===== src/rtl/led_blink_pkg.sv =====
package led_blink_pkg;
  localparam int unsigned ADDR_W = 4;
  localparam int unsigned DATA_W = 16;
  localparam int unsigned CNT_W  = 12;
  localparam int unsigned STOP_W = 16;
  localparam int unsigned SEL_W  = 4;

  localparam logic [ADDR_W-1:0] OFF_CTRL = 4'h0;
  localparam logic [ADDR_W-1:0] OFF_PER  = 4'h4;
  localparam logic [ADDR_W-1:0] OFF_ON   = 4'h8;
  localparam logic [ADDR_W-1:0] OFF_STOP = 4'hC;

  typedef struct packed {
    logic             irq_mask;
    logic             auto_stop;
    logic             run_en;
    logic [SEL_W-1:0] div_sel;
  } ctrl_t;
endpackage


===== src/rtl/led_blink_regs.sv =====
module led_blink_regs
  import led_blink_pkg::*;
(
  input  logic              clk_i,
  input  logic              rst_ni,
  input  logic              wr_en_i,
  input  logic [ADDR_W-1:0] wr_addr_i,
  input  logic [DATA_W-1:0] wr_data_i,
  output ctrl_t             ctrl_o,
  output logic              ctrl_wr_o,
  output logic [CNT_W-1:0]  period_o,
  output logic [CNT_W-1:0]  on_time_o,
  output logic [STOP_W-1:0] stop_cnt_o
);
  localparam int unsigned CTRL_W = $bits(ctrl_t);

  assign ctrl_wr_o = wr_en_i && (wr_addr_i == OFF_CTRL);

  always_ff @(posedge clk_i or negedge rst_ni) begin
    if (!rst_ni) begin
      ctrl_o     <= '0;
      period_o   <= '0;
      on_time_o  <= '0;
      stop_cnt_o <= '0;
    end else if (wr_en_i) begin
      unique case (wr_addr_i)
        OFF_CTRL: ctrl_o     <= ctrl_t'(wr_data_i[CTRL_W-1:0]);
        OFF_PER:  period_o   <= wr_data_i[CNT_W-1:0];
        OFF_ON:   on_time_o  <= wr_data_i[CNT_W-1:0];
        OFF_STOP: stop_cnt_o <= wr_data_i[STOP_W-1:0];
        default: ;
      endcase
    end
  end

  assert_ctrl_write_R9: assert property (@(posedge clk_i) disable iff (!rst_ni)
    ctrl_wr_o |=> ctrl_o == ctrl_t'($past(wr_data_i[CTRL_W-1:0])));
endmodule


===== src/rtl/led_blink_prescale.sv =====
module led_blink_prescale
  import led_blink_pkg::*;
#(
  parameter int unsigned MAX_SHIFT = 13
) (
  input  logic             clk_i,
  input  logic             rst_ni,
  input  logic             run_i,
  input  logic             restart_i,
  input  logic [SEL_W-1:0] sel_i,
  output logic             tick_o
);
  localparam int unsigned PW = MAX_SHIFT + 1;
  localparam logic [SEL_W-1:0] SEL_MAX = SEL_W'(MAX_SHIFT);

  logic [SEL_W-1:0] sel_eff, shamt;
  logic [PW-1:0]    mask, cnt_q;

  always_comb begin
    sel_eff = (sel_i > SEL_MAX) ? SEL_MAX : sel_i;  // clamp out-of-range select
    shamt   = SEL_MAX - sel_eff;
    mask    = (PW'(1) << shamt) - PW'(1);
  end

  assign tick_o = run_i && ((cnt_q & mask) == mask);

  always_ff @(posedge clk_i or negedge rst_ni) begin
    if (!rst_ni)                    cnt_q <= '0;
    else if (restart_i || !run_i)   cnt_q <= '0;
    else                            cnt_q <= cnt_q + PW'(1);
  end

  // below the top rate, ticks are never back to back
  assert_tick_spacing_R2: assert property (@(posedge clk_i) disable iff (!rst_ni)
    (tick_o && run_i && !restart_i && sel_i < SEL_MAX) |=>
      (!$stable(sel_i) || restart_i || !tick_o));

  assert_prescale_idle_R6: assert property (@(posedge clk_i) disable iff (!rst_ni)
    !run_i |=> cnt_q == '0);
endmodule


===== src/rtl/led_blink_core.sv =====
module led_blink_core
  import led_blink_pkg::*;
(
  input  logic              clk_i,
  input  logic              rst_ni,
  input  logic              tick_i,
  input  logic              ctrl_wr_i,
  input  logic              new_en_i,
  input  logic [CNT_W-1:0]  period_i,
  input  logic [CNT_W-1:0]  on_time_i,
  input  logic [STOP_W-1:0] stop_load_i,
  input  logic              auto_i,
  input  logic              mask_i,
  output logic              run_o,
  output logic              led_o,
  output logic              irq_o
);
  logic [CNT_W-1:0]  phase_q;
  logic [STOP_W-1:0] left_q;
  logic              run_q, irq_q;
  logic              wrap, done;

  assign wrap  = run_q && tick_i && (phase_q >= period_i);
  assign done  = wrap && auto_i && (left_q <= STOP_W'(1));
  assign run_o = run_q;
  assign led_o = run_q && (phase_q < on_time_i);
  assign irq_o = irq_q;

  always_ff @(posedge clk_i or negedge rst_ni) begin
    if (!rst_ni) begin
      phase_q <= '0;
      left_q  <= '0;
      run_q   <= 1'b0;
    end else if (ctrl_wr_i) begin
      phase_q <= '0;
      left_q  <= stop_load_i;
      run_q   <= new_en_i;
    end else if (run_q && tick_i) begin
      if (wrap) begin
        phase_q <= '0;
        if (auto_i && left_q != '0) left_q <= left_q - STOP_W'(1);
        if (done) run_q <= 1'b0;
      end else begin
        phase_q <= phase_q + CNT_W'(1);
      end
    end
  end

  // set beats clear when both land on one edge
  always_ff @(posedge clk_i or negedge rst_ni) begin
    if (!rst_ni)               irq_q <= 1'b0;
    else if (done && !mask_i)  irq_q <= 1'b1;
    else if (ctrl_wr_i)        irq_q <= 1'b0;
  end

  assert_phase_bound_R4: assert property (@(posedge clk_i) disable iff (!rst_ni)
    (run_q && tick_i && !ctrl_wr_i) |=> phase_q <= $past(period_i));

  assert_stop_resets_R7: assert property (@(posedge clk_i) disable iff (!rst_ni)
    ($fell(run_q) && !$past(ctrl_wr_i)) |-> (phase_q == '0 && $past(auto_i)));

  assert_irq_sticky_R8: assert property (@(posedge clk_i) disable iff (!rst_ni)
    (irq_q && !ctrl_wr_i) |=> irq_q);

  assert_irq_masked_R8: assert property (@(posedge clk_i) disable iff (!rst_ni)
    $rose(irq_q) |-> !$past(mask_i));

  assert_halted_dark_R6: assert property (@(posedge clk_i) disable iff (!rst_ni)
    (ctrl_wr_i && !new_en_i) |=> (!led_o && phase_q == '0));
endmodule


===== src/rtl/led_blinker.sv =====
module led_blinker
  import led_blink_pkg::*;
#(
  parameter int unsigned MAX_SHIFT = 13
) (
  input  logic              clk_i,
  input  logic              rst_ni,
  input  logic              wr_en_i,
  input  logic [ADDR_W-1:0] wr_addr_i,
  input  logic [DATA_W-1:0] wr_data_i,
  output logic              led_o,
  output logic              irq_o
);
  ctrl_t             ctrl;
  logic              ctrl_wr, tick, run;
  logic [CNT_W-1:0]  period, on_time;
  logic [STOP_W-1:0] stop_cnt;

  led_blink_regs u_regs (
    .clk_i      (clk_i),
    .rst_ni     (rst_ni),
    .wr_en_i    (wr_en_i),
    .wr_addr_i  (wr_addr_i),
    .wr_data_i  (wr_data_i),
    .ctrl_o     (ctrl),
    .ctrl_wr_o  (ctrl_wr),
    .period_o   (period),
    .on_time_o  (on_time),
    .stop_cnt_o (stop_cnt)
  );

  led_blink_prescale #(.MAX_SHIFT(MAX_SHIFT)) u_prescale (
    .clk_i     (clk_i),
    .rst_ni    (rst_ni),
    .run_i     (run),
    .restart_i (ctrl_wr),
    .sel_i     (ctrl.div_sel),
    .tick_o    (tick)
  );

  led_blink_core u_core (
    .clk_i       (clk_i),
    .rst_ni      (rst_ni),
    .tick_i      (tick),
    .ctrl_wr_i   (ctrl_wr),
    .new_en_i    (wr_data_i[SEL_W]),
    .period_i    (period),
    .on_time_i   (on_time),
    .stop_load_i (stop_cnt),
    .auto_i      (ctrl.auto_stop),
    .mask_i      (ctrl.irq_mask),
    .run_o       (run),
    .led_o       (led_o),
    .irq_o       (irq_o)
  );
endmodule


===== config.mk =====
export PLATFORM = sky130hd
export DESIGN_NAME = led_blinker
export DESIGN_NICKNAME = d
export VERILOG_FILES = /design/src/rtl/led_blink_pkg.sv /design/src/rtl/led_blink_regs.sv /design/src/rtl/led_blink_prescale.sv /design/src/rtl/led_blink_core.sv /design/src/rtl/led_blinker.sv
export SDC_FILE = /design/constraint.sdc
export NUM_CORES = 1
export LEC_CHECK = 0
export BUFFER_PORTS_ARGS = -buffer_cell sky130_fd_sc_hd__buf_2
export CORE_MARGIN = 5
export CORE_UTILIZATION = 31
export DETAILED_ROUTE_END_ITERATION = 7
export PLACE_DENSITY_LB_ADDON = 0.3
export SYNTH_ARGS = -nofsm -noshare
export SYNTH_HDL_FRONTEND = slang
export SYNTH_HIERARCHICAL = 1
export SYNTH_SLANG_ARGS = --single-unit

===== constraint.sdc =====
create_clock -name clk_i -period 6.8 [get_ports clk_i]
set_clock_uncertainty 0.1 [all_clocks]
set_input_delay 0.68 -clock clk_i [delete_from_list [all_inputs] [get_ports clk_i]]
set_output_delay 0.68 -clock clk_i [all_outputs]
set_load 0.005 [all_outputs]

==> results.md, run 1 <==
* Pwr Density at 285 nW/µm²
* Final setup viols at 0
* Hold slack at 0.0727 ns
* Initial antenna violation count at 0
* Htree depth at 3
* Vert. Die Dim at 143 µm
* Synthesized Nets at 582
* Syn Std Cell Area at 5500 µm²
* Status: finished, final reports clean
* Fin. Hold Viols at 0
* Routed Antenna Nets at 0
* Tightest Pin Transition at 0.975 ns
* Pint at 1.16 mW
* ANT cells at 0
* Post_cts resized at 0
* Peak VDD IR at 0.000118 V
* Core box area at 17,400 µm²
* Startpoint Class: register
* Vias per inst at 5.39
* Clock sinks at 90
* Slowest stage delay, CP at 0.60 ns
* GPL Wtd Cong at 0.819
* Rows at 48
* CP required at 6.99 ns
* GRT Total Usage at 0.137
* Clk slew on worst S/H paths at 0.07 ns
* Number of global-route vias before repair at 4,317
* DR DRC count at 0
* WL final at 13,200 µm
* First-pass GRT wire length at 22,300 µm
* Fin nets at 592
* Top Ports at 25
* TritonCTS clock tree: built
* Maximum clock path buffer count at 2
* Commonest non-fill, non-tap cell in the layout: dfrtp_1
* Mean post-synth cell area at 10.4 µm²
* Hold crit path type: in2async
* Final Util at 0.350
* Die width at 143 µm
* Psw at 0.575 mW
* Total gr overflow at 0
* Share of cells above drive strength 1 at 0.196
* Worst skew pair latency at 0.35 ns
* Pin count of the biggest net entering global routing at 76
* Combinational Power Share at 0.266
* DP HPWL at 8980 µm
* 1st-pass router iterations at 4
* Vias at 4,159
* Cell breakdown of the critical path: and2_1, nor2_1, ha_1, xor2_2, a21oi_1, a41o_1, nor3_2, o22ai_1, nor3_2, and2_1, nand2_1, nor3_1, a22o_1, or4b_1, nand3_1
* Crit-path slowest cell: dfrtp_1
* Buf/Inv on CP at 0
* Initial Util at 0.317
* Final Slew Violations at 0
* Cells after Synth at 531
* Slew margin rel. at 0.350
* # port buffers at 24
* RSZ-0062 raised after global routing: no
* Setup crit end kind: register
* Top delay family on crit path: simple AND/OR/NAND/NOR gates
* Seq pwr share at 0.430
* Drt wl/cell at 17.1 µm
* FF-to-FF setup slack at 2.03 ns
* Clock root buffer master: clkbuf_16
* Crit path kind: reg2reg
* Leakage at 2.69 nW
* Pre-CTS setup slack at 2.12 ns
* Post-route clock period utilization at 0.701
* Total CTS buffers at 9
* Max-cap violations at 0
* Switching fraction of total power at 0.332
* Hold buffers post-CTS at 0
* Commonest non-fill, non-tap cells in the layout: dfrtp_1 (90), nor2_1 (41), nand2_1 (36), mux2_4 (36), inv_1 (30)
* Initial drt markers at 283
* Setup bufs post-CTS at 0
* Setup WS post-layout at 2.03 ns
* Crit-path max FO at 20
* Worst EP arrival at 4.96 ns
* Area delta synth->final at 10.4%
* Achievable clock frequency at 210 MHz
* Clk pwr share at 0.304
* DIE AREA at 20,500 µm²
* Yosys warns at 6
* Clock period minus worst slack at 4.77 ns
* Post-route setup TNS at 0 ns
final cells by class:
class                   instances  area [µm²]
fillers                      1721       11300
multi-input cells             382        2970
flip-flops and latches         90        2250
well taps                     225         282
clock buffers                  10         239
repair buffers                 27         145
inverters                      31         116
clock inverters                 6        70.1
path summary, 6_finish.rpt:
path                                         startpoint                               end  depth (start not counted)
min                                              rst_ni  u_regs/stop_cnt_o[8]$_DFFE_PN0P_                          1
min in group clk_i         u_regs/ctrl_o[6]$_DFFE_PN0P_          u_core/irq_o$_DFFE_PN0P_                          1
max                        u_regs/ctrl_o[2]$_DFFE_PN0P_     u_core/left_q[13]$_DFFE_PN0P_                         15
max in group asynchronous                        rst_ni    u_regs/period_o[6]$_DFFE_PN0P_                          2
max reg2reg                u_regs/ctrl_o[2]$_DFFE_PN0P_     u_core/left_q[13]$_DFFE_PN0P_                         15
min reg2reg                u_regs/ctrl_o[6]$_DFFE_PN0P_          u_core/irq_o$_DFFE_PN0P_                          1
worst reg2reg max path: stages, from the launching register on:
cell and delay [ns]:
dfrtp_1 0.60, and2_1 0.29, nor2_1 0.10, ha_1 0.46
xor2_2 0.29, a21oi_1 0.09, a41o_1 0.25, nor3_2 0.11
o22ai_1 0.12, nor3_2 0.31, and2_1 0.34, nand2_1 0.38
nor3_1 0.25, a22o_1 0.43, or4b_1 0.49, nand3_1 0.09
flip-flops by register name (all words and copies together) (netlist names):
name	count
u_regs/on_time_o	12
u_regs/ctrl_o	6
u_core/phase_q	12
u_prescale/cnt_q	14
u_core/run_o	1
u_core/left_q	16
u_core/irq_o	1
u_regs/period_o	12
u_regs/stop_cnt_o	16
power by group through the flow:
stage | clock network (mW) | registers, mW | logic (mW)
6_report | 0.527 | 0.746 | 0.461
5_1_grt | 0.565 | 0.763 | 0.520
4_1_cts | 0.547 | 0.744 | 0.462
3_5_place_dp | 0 | 0.753 | 0.458
3_3_place_gp | 0 | 0.747 | 0.443
2_1_floorplan | 0 | 0.703 | 0.381
per-stage QoR:
step / instance area [µm²] / power (mW) / instances
5_1_grt: 6070 / 1.85 / 771
2_1_floorplan: 5500 / 1.08 / 531
4_1_cts: 6070 / 1.75 / 771
3_5_place_dp: 5770 / 1.21 / 755
3_3_place_gp: 5770 / 1.19 / 755
6_report: 6070 / 1.73 / 771
per-layer routing:
layer / vias up / track usage / share of wire
met5: - / 0 / 0
met4: 0 / 0.0505 / 0.022
met3: 20 / 0.0315 / 0.036
met2: 93 / 0.218 / 0.47
met1: 2072 / 0.182 / 0.47
li1: 1974 / - / -
Note: power is estimated with default switching activity, not from simulation.
==> inputs of run 2 (changes only) <==
==> constraint.sdc (replaced) <==
create_clock -name clk_i -period 4.2 [get_ports clk_i]
set_clock_uncertainty 0.1 [all_clocks]
set_input_delay 0.42 -clock clk_i [delete_from_list [all_inputs] [get_ports clk_i]]
set_output_delay 0.42 -clock clk_i [all_outputs]
set_load 0.005 [all_outputs]
==> results.md, run 2 (synthesis results as in run 1) <==
* Vert. Die Dim at 143 µm (unchanged)
* Max-cap violations at 0 (unchanged)
* Met3 Track Usage GR at 0.0352 (+0.00368)
* WL final at 13,000 µm (-1.8%)
* Pwr Density at 474 nW/µm² (+66%)
* Routed Antenna Nets at 0 (unchanged)
* Initial Util at 0.317 (unchanged)
* Vias per inst at 5.36 (-0.71%)
* Drt wl/cell at 16.8 µm (-2.3%)
* Peak VDD IR at 0.000338 V (+190%)
* Cell breakdown of the critical path: and2_1, nor2_1, ha_2, xor2_2, a21oi_1, a41o_1, nor3_2, o22ai_1, nor3_2, and2_1, nand2_1, nor3_1, a22o_1, or4b_1, nand3_1
* Final setup viols at 0 (unchanged)
* Clock root buffer master: clkbuf_16
* Initial drt markers at 231 (-18%)
* GRT Total Usage at 0.133 (-0.00395)
* Routing usage on met2 at 0.209 (-0.00865)
* Dpl cell area at 5800 µm² (+0.52%)
* Post-route setup TNS at 0 ns (unchanged)
* Rows at 48 (unchanged)
* Buf/Inv on CP at 0 (unchanged)
* 1st-pass router iterations at 4 (unchanged)
* Hold crit path type: in2async
* Clock period minus worst slack at 3.90 ns (-0.867 ns)
* Power consumption at 2.92 mW (+68%)
* Hold buffers post-CTS at 0 (unchanged)
* Post-route clock period utilization at 0.929 (+0.228)
* Worst EP arrival at 4.09 ns (-0.87 ns)
* Slew margin rel. at 0.466 (+0.116)
* # port buffers at 24 (unchanged)
* GPL Wtd Cong at 0.869 (+6.1%)
* TritonCTS clock tree: built
* Worst setup path startpoint: u_regs/ctrl_o[3]$_DFFE_PN0P_
* Final Util at 0.354 (+0.00425)
* Htree depth at 3 (unchanged)
* RSZ-0062 raised after global routing: no
* Maximum clock path buffer count at 2 (unchanged)
* DR DRC count at 0 (unchanged)
* Top Usage Layer GRT: met2
* Status: finished, final reports clean
* Crit-path slowest cell: or4b_1
* Setup WS post-layout at 0.299 ns (-1.73 ns)
* Top flop regs: u_core/left_q x16, u_regs/stop_cnt_o x16, u_prescale/cnt_q x14
* Slowest stage delay, CP at 0.48 ns (-0.12 ns)
* DIE AREA at 20,500 µm² (unchanged)
* Fin. Hold Viols at 0 (unchanged)
* Crit-path max FO at 13 (-35%)
* Top Ports at 25 (unchanged)
* Top delay family on crit path: simple AND/OR/NAND/NOR gates
* Area delta synth->final at 11.8%
* Core box area at 17,400 µm² (unchanged)
* Leakage at 2.73 nW (+1.2%)
* Tightest Pin Transition at 0.801 ns (-0.173 ns)
* Critical path depth at 15 (unchanged)
* Fin nets at 596 (+0.68%)
* Vias at 4,151 (-0.19%)
* Achievable clock frequency at 256 MHz (+22%)
* Pin count of the biggest net entering global routing at 63 (-17%)
* Startpoint Class: register
* Pre-CTS setup slack at 0.217 ns (-1.91 ns)
* Final Slew Violations at 0 (unchanged)
* Clk slew on worst S/H paths at 0.07 ns (about the same)
* Share of cells above drive strength 1 at 0.204 (+0.00767)
* Crit path kind: reg2reg
* Initial antenna violation count at 0 (unchanged)
* Worst skew pair latency at 0.35 ns (about the same)
* Setup crit end kind: register
* Number of global-route vias before repair at 4,172 (-3.4%)
* Grt met1 use at 0.180 (-0.00231)
* Commonest non-fill, non-tap cells in the layout: dfrtp_1 (90), nor2_1 (41), nand2_1 (36), mux2_4 (36), inv_1 (30)
* First-pass GRT wire length at 21,800 µm (-2.4%)
* CP required at 4.39 ns (-2.60 ns)
* Total gr overflow at 0 (unchanged)
* Die width at 143 µm (unchanged)
* RR Startpoint: u_regs/ctrl_o[3]$_DFFE_PN0P_
* DP HPWL at 8970 µm (-0.14%)
* Post-route cell area at 6150 µm² (+1.2%)
* ANT cells at 0 (unchanged)
* R2r worst-path depth at 15 (unchanged)
* Commonest non-fill, non-tap cell in the layout: dfrtp_1
* Total CTS buffers at 9 (unchanged)
* Clock sinks at 90 (unchanged)
## run 2: changes by cell type in the layout (fill, tap and decap cells not counted)
cell	before	now
ha_2	0	1
clkinvlp_4	0	1
bufinv_16	1	3
inv_6	3	1
ha_1	28	27
clkinv_4	1	0
buf_4	4	8
## run 2: through the flow
stage / std cells / hold WS, ns
5_1_grt: 775 / 0.130
2_1_floorplan: 531 / 0.0244
6_report: 775 / 0.0507
4_1_cts: 775 / 0.0952
3_3_place_gp: 759 / 0.384
3_5_place_dp: 759 / 0.366
## run 2: cell type report
| cell class | count | area (µm²) |
|---|---|---|
| Clock buffer | 10 | 239 |
| Sequential cell | 90 | 2250 |
| Fill cell | 1721 | 11200 |
| Multi-Input combinational cell | 382 | 2970 |
| Inverter | 31 | 116 |
| Clock inverter | 6 | 111 |
| Tap cell | 225 | 282 |
| Timing Repair Buffer | 31 | 175 |
## run 2: final timing paths
kind | endpoint | slack [ns]
min in group clk_i | u_regs/stop_cnt_o[13]$_DFFE_PN0P_ | 0.20
hold reg to reg | u_core/irq_o$_DFFE_PN0P_ | 0.37
max in group asynchronous | u_regs/on_time_o[3]$_DFFE_PN0P_ | 3.05
setup reg to reg | u_core/left_q[13]$_DFFE_PN0P_ | 0.30
hold / removal | u_regs/stop_cnt_o[9]$_DFFE_PN0P_ | 0.05
setup / recovery | u_core/left_q[13]$_DFFE_PN0P_ | 0.30
## run 2: routing by layer
layer / wire (µm) / part of all wire
met2: 6110 / 0.47
met3: 507 / 0.039
met4: 212 / 0.016
met5: 0 / 0
met1: 6150 / 0.47
## run 2: repair_timing
item / 4_1_cts / 5_1_grt
setup buffers: 0 / 0
endpoints found under the hold margin: 0 / 0
resized for setup: 0 / 1
setup endpoints to repair: 0 / 7
## run 2: worst reg2reg max path, delay by kind of cell (launching register included)
family	cells	cell delay, ns
and+or+nand+nor	9	1.87
DFF	1	0.37
AOI/OAI and AO/OA	4	0.85
xor gates and xnor gates	1	0.29
adders and majority gates	1	0.36
## run 2: power by group
part           internal (mW)  leakage (nW)  switching (mW)  total [mW]
sequential              1.03          1.13           0.146        1.18
combinational          0.372          1.43           0.412       0.784
clock                  0.599         0.169           0.357       0.956
total                   2.00          2.73           0.915        2.92
==> inputs of run 3 (changes only) <==
--- a/config.mk
+++ b/config.mk
@@ -9,7 +9,8 @@
 export CORE_MARGIN = 5
 export CORE_UTILIZATION = 31
 export DETAILED_ROUTE_END_ITERATION = 7
-export PLACE_DENSITY_LB_ADDON = 0.3
+export MAX_ROUTING_LAYER = met4
+export PLACE_DENSITY = 0.53
 export SYNTH_ARGS = -nofsm -noshare
 export SYNTH_HDL_FRONTEND = slang
 export SYNTH_HIERARCHICAL = 1
==> results.md, run 3 (synthesis results as in run 1) <==
* End point of the critical path: u_core/left_q[4]$_DFFE_PN0P_
* First-pass GRT wire length at 21,800 µm (+0.16%)
* Initial drt markers at 179 (-23%)
* Max-cap violations at 0 (unchanged)
* Status: finished, final reports clean
* Seq pwr share at 0.422 (+0.019)
* Hold buffers post-CTS at 0 (unchanged)
* Maximum clock path buffer count at 2 (unchanged)
* Startpoint Class: register
* Final Slew Violations at 0 (unchanged)
* Clock period minus worst slack at 3.83 ns (-0.0669 ns)
* Hold crit path type: in2async
* GPL Wtd Cong at 0.910 (+4.7%)
* Worst EP arrival at 3.97 ns (-0.12 ns)
* FF-to-FF setup slack at 0.37 ns (+0.07 ns)
* Clk slew on worst S/H paths at 0.07 ns (about the same)
* Fin nets at 598 (+0.34%)
* Post-route setup TNS at 0 ns (unchanged)
* Vert. Die Dim at 143 µm (unchanged)
* Setup WS post-layout at 0.366 ns (+0.0669 ns)
* Crit-path max FO at 14 (+1)
* R2r worst-path depth at 15 (unchanged)
* Setup bufs post-CTS at 0 (unchanged)
* Pwr Density at 456 nW/µm² (-3.9%)
* Crit-path slowest cell: ha_1
* DR DRC count at 0 (unchanged)
* 1st-pass router iterations at 5 (+1)
* Htree depth at 3 (unchanged)
* Final setup viols at 0 (unchanged)
* Pint at 1.87 mW (-6.8%)
* Worst skew pair latency at 0.35 ns (about the same)
* Vias per inst at 5.35 (about the same)
* Peak VDD IR at 0.000208 V (-38%)
* Top delay family on crit path: simple AND/OR/NAND/NOR gates
* Leakage at 2.71 nW (-0.48%)
* Critical path depth at 15 (unchanged)
* Initial antenna violation count at 0 (unchanged)
* Combinational Power Share at 0.282 (+0.013)
* Clock root buffer master: clkbuf_16
* Fin. Hold Viols at 0 (unchanged)
* Drt wl/cell at 16.7 µm (-0.46%)
* Share of cells above drive strength 1 at 0.207 (+0.00289)
* WL final at 13,000 µm (-0.20%)
* Worst setup path startpoint: u_regs/ctrl_o[3]$_DFFE_PN0P_
* Rows at 48 (unchanged)
* Slowest stage delay, CP at 0.48 ns (about the same)
* Top Ports at 25 (unchanged)
* Setup crit end kind: register
* FF-to-FF End: u_core/left_q[4]$_DFFE_PN0P_
* Number of global-route vias before repair at 4,205 (+0.79%)
* Clk pwr share at 0.296 (-0.032)
* Buf/Inv on CP at 1 (+1)
* RR Startpoint: u_regs/ctrl_o[3]$_DFFE_PN0P_
* Psw at 0.921 mW (+0.62%)
* Post_cts resized at 0 (unchanged)
* Total CTS buffers at 9 (unchanged)
* Slew margin rel. at 0.478 (+0.0117)
* Cell breakdown of the critical path: and2_1, nor2_1, ha_1, xor2_2, a21oi_1, a41o_1, nor3_2, o22ai_1, nor3_2, and2_1, nand2_1, buf_4, or3_1, o31a_1, o31a_1
* Initial Util at 0.317 (unchanged)
* Routed Antenna Nets at 0 (unchanged)
* Pin count of the biggest net entering global routing at 57 (-9.5%)
* Clock sinks at 90 (unchanged)
* Top flop regs: u_core/left_q x16, u_regs/stop_cnt_o x16, u_prescale/cnt_q x14
* DP HPWL at 9110 µm (+1.6%)
* Achievable clock frequency at 261 MHz (+1.7%)
* Vias at 4,160 (+0.22%)
* Post-route clock period utilization at 0.913 (-0.0159)
* ANT cells at 0 (unchanged)
* Commonest non-fill, non-tap cell in the layout: dfrtp_1
* Area delta synth->final at 11.1%
* Crit path kind: reg2reg
* Tightest Pin Transition at 0.779 ns (-0.0224 ns)
* Total gr overflow at 0 (unchanged)
* TritonCTS clock tree: built
* Final Util at 0.352 (-0.00202)
* Commonest non-fill, non-tap cells in the layout: dfrtp_1 (90), nor2_1 (41), nand2_1 (36), mux2_4 (36), inv_1 (30)
* CP required at 4.34 ns (-0.05 ns)
* Die width at 143 µm (unchanged)
* Switching fraction of total power at 0.330 (+0.0166)
* Core box area at 17,400 µm² (unchanged)
* Pre-CTS setup slack at 0.348 ns (+0.131 ns)
* RSZ-0062 raised after global routing: no
* DIE AREA at 20,500 µm² (unchanged)
* GRT Total Usage at 0.138 (+0.00464)
* # port buffers at 24 (unchanged)
==> run 3: changes by cell type in the layout (fill, tap and decap cells not counted) <==
cell	delta
a22o_2	+1
inv_6	+1
ha_2	-1
ha_1	+1
buf_4	+2
clkbuf_8	-1
a22o_1	-1
clkinvlp_4	+1
clkinv_4	+1
bufinv_16	-2
==> run 3: power by group through the flow <==
stage	logic (mW)	clock network, mW	registers, mW
3_3_place_gp	0.765	0	1.18
5_1_grt	0.877	0.892	1.20
3_5_place_dp	0.785	0	1.19
2_1_floorplan	0.617	0	1.14
4_1_cts	0.789	0.854	1.18
6_report	0.786	0.824	1.18
==> run 3: how the worst min path moves through the flow <==
stage / startpoint / to / slack, ns / cells after the start
2_1_floorplan: rst_ni / u_core/irq_o$_DFFE_PN0P_ / 0.02 / 0
3_3_place_gp: u_regs/ctrl_o[6]$_DFFE_PN0P_ / u_core/irq_o$_DFFE_PN0P_ / 0.38 / 1
3_5_place_dp: u_regs/ctrl_o[6]$_DFFE_PN0P_ / u_core/irq_o$_DFFE_PN0P_ / 0.39 / 1
4_1_cts: rst_ni / u_regs/on_time_o[4]$_DFFE_PN0P_ / 0.05 / 1
5_1_grt: rst_ni / u_regs/on_time_o[4]$_DFFE_PN0P_ / 0.09 / 1
6_report: rst_ni / u_regs/period_o[6]$_DFFE_PN0P_ / 0.03 / 1
==> run 3: through the flow <==
step                      hold WS (ns)  instances  area, µm²  power [mW]
after CTS                       0.0502        777       6110        2.82
final                           0.0275        777       6110        2.79
after global placement           0.382        761       5810        1.95
after detailed placement         0.387        761       5810        1.98
after floorplan                 0.0244        531       5500        1.76
after global routing            0.0938        777       6110        2.97
==> run 3: area by class of cell <==
class                   instances  area [µm²]
clock buffers                   9         225
flip-flops and latches         90        2250
multi-input cells             382        2970
fillers                      1750       11200
inverters                      31         116
repair buffers                 33         190
well taps                     225         282
clock inverters                 7        76.3
==> run 3: metal layers <==
metal	vias to the layer above	global-route usage	wire length, µm
met2	84	0.216	6110
met3	13	0.0241	436
met5	-	-	0
met1	2075	0.183	6230
li1	1988	-	-
met4	0	0.0400	182
==> run 3: worst reg2reg max path, cell delays in order (launching register included) <==
cell and delay, ns:
dfrtp_1 0.37, and2_1 0.19, nor2_1 0.10, ha_1 0.48, xor2_2 0.30, a21oi_1 0.08, a41o_1 0.23, nor3_2 0.13
o22ai_1 0.11, nor3_2 0.30, and2_1 0.21, nand2_1 0.08, buf_4 0.19, or3_1 0.33, o31a_1 0.25, o31a_1 0.27
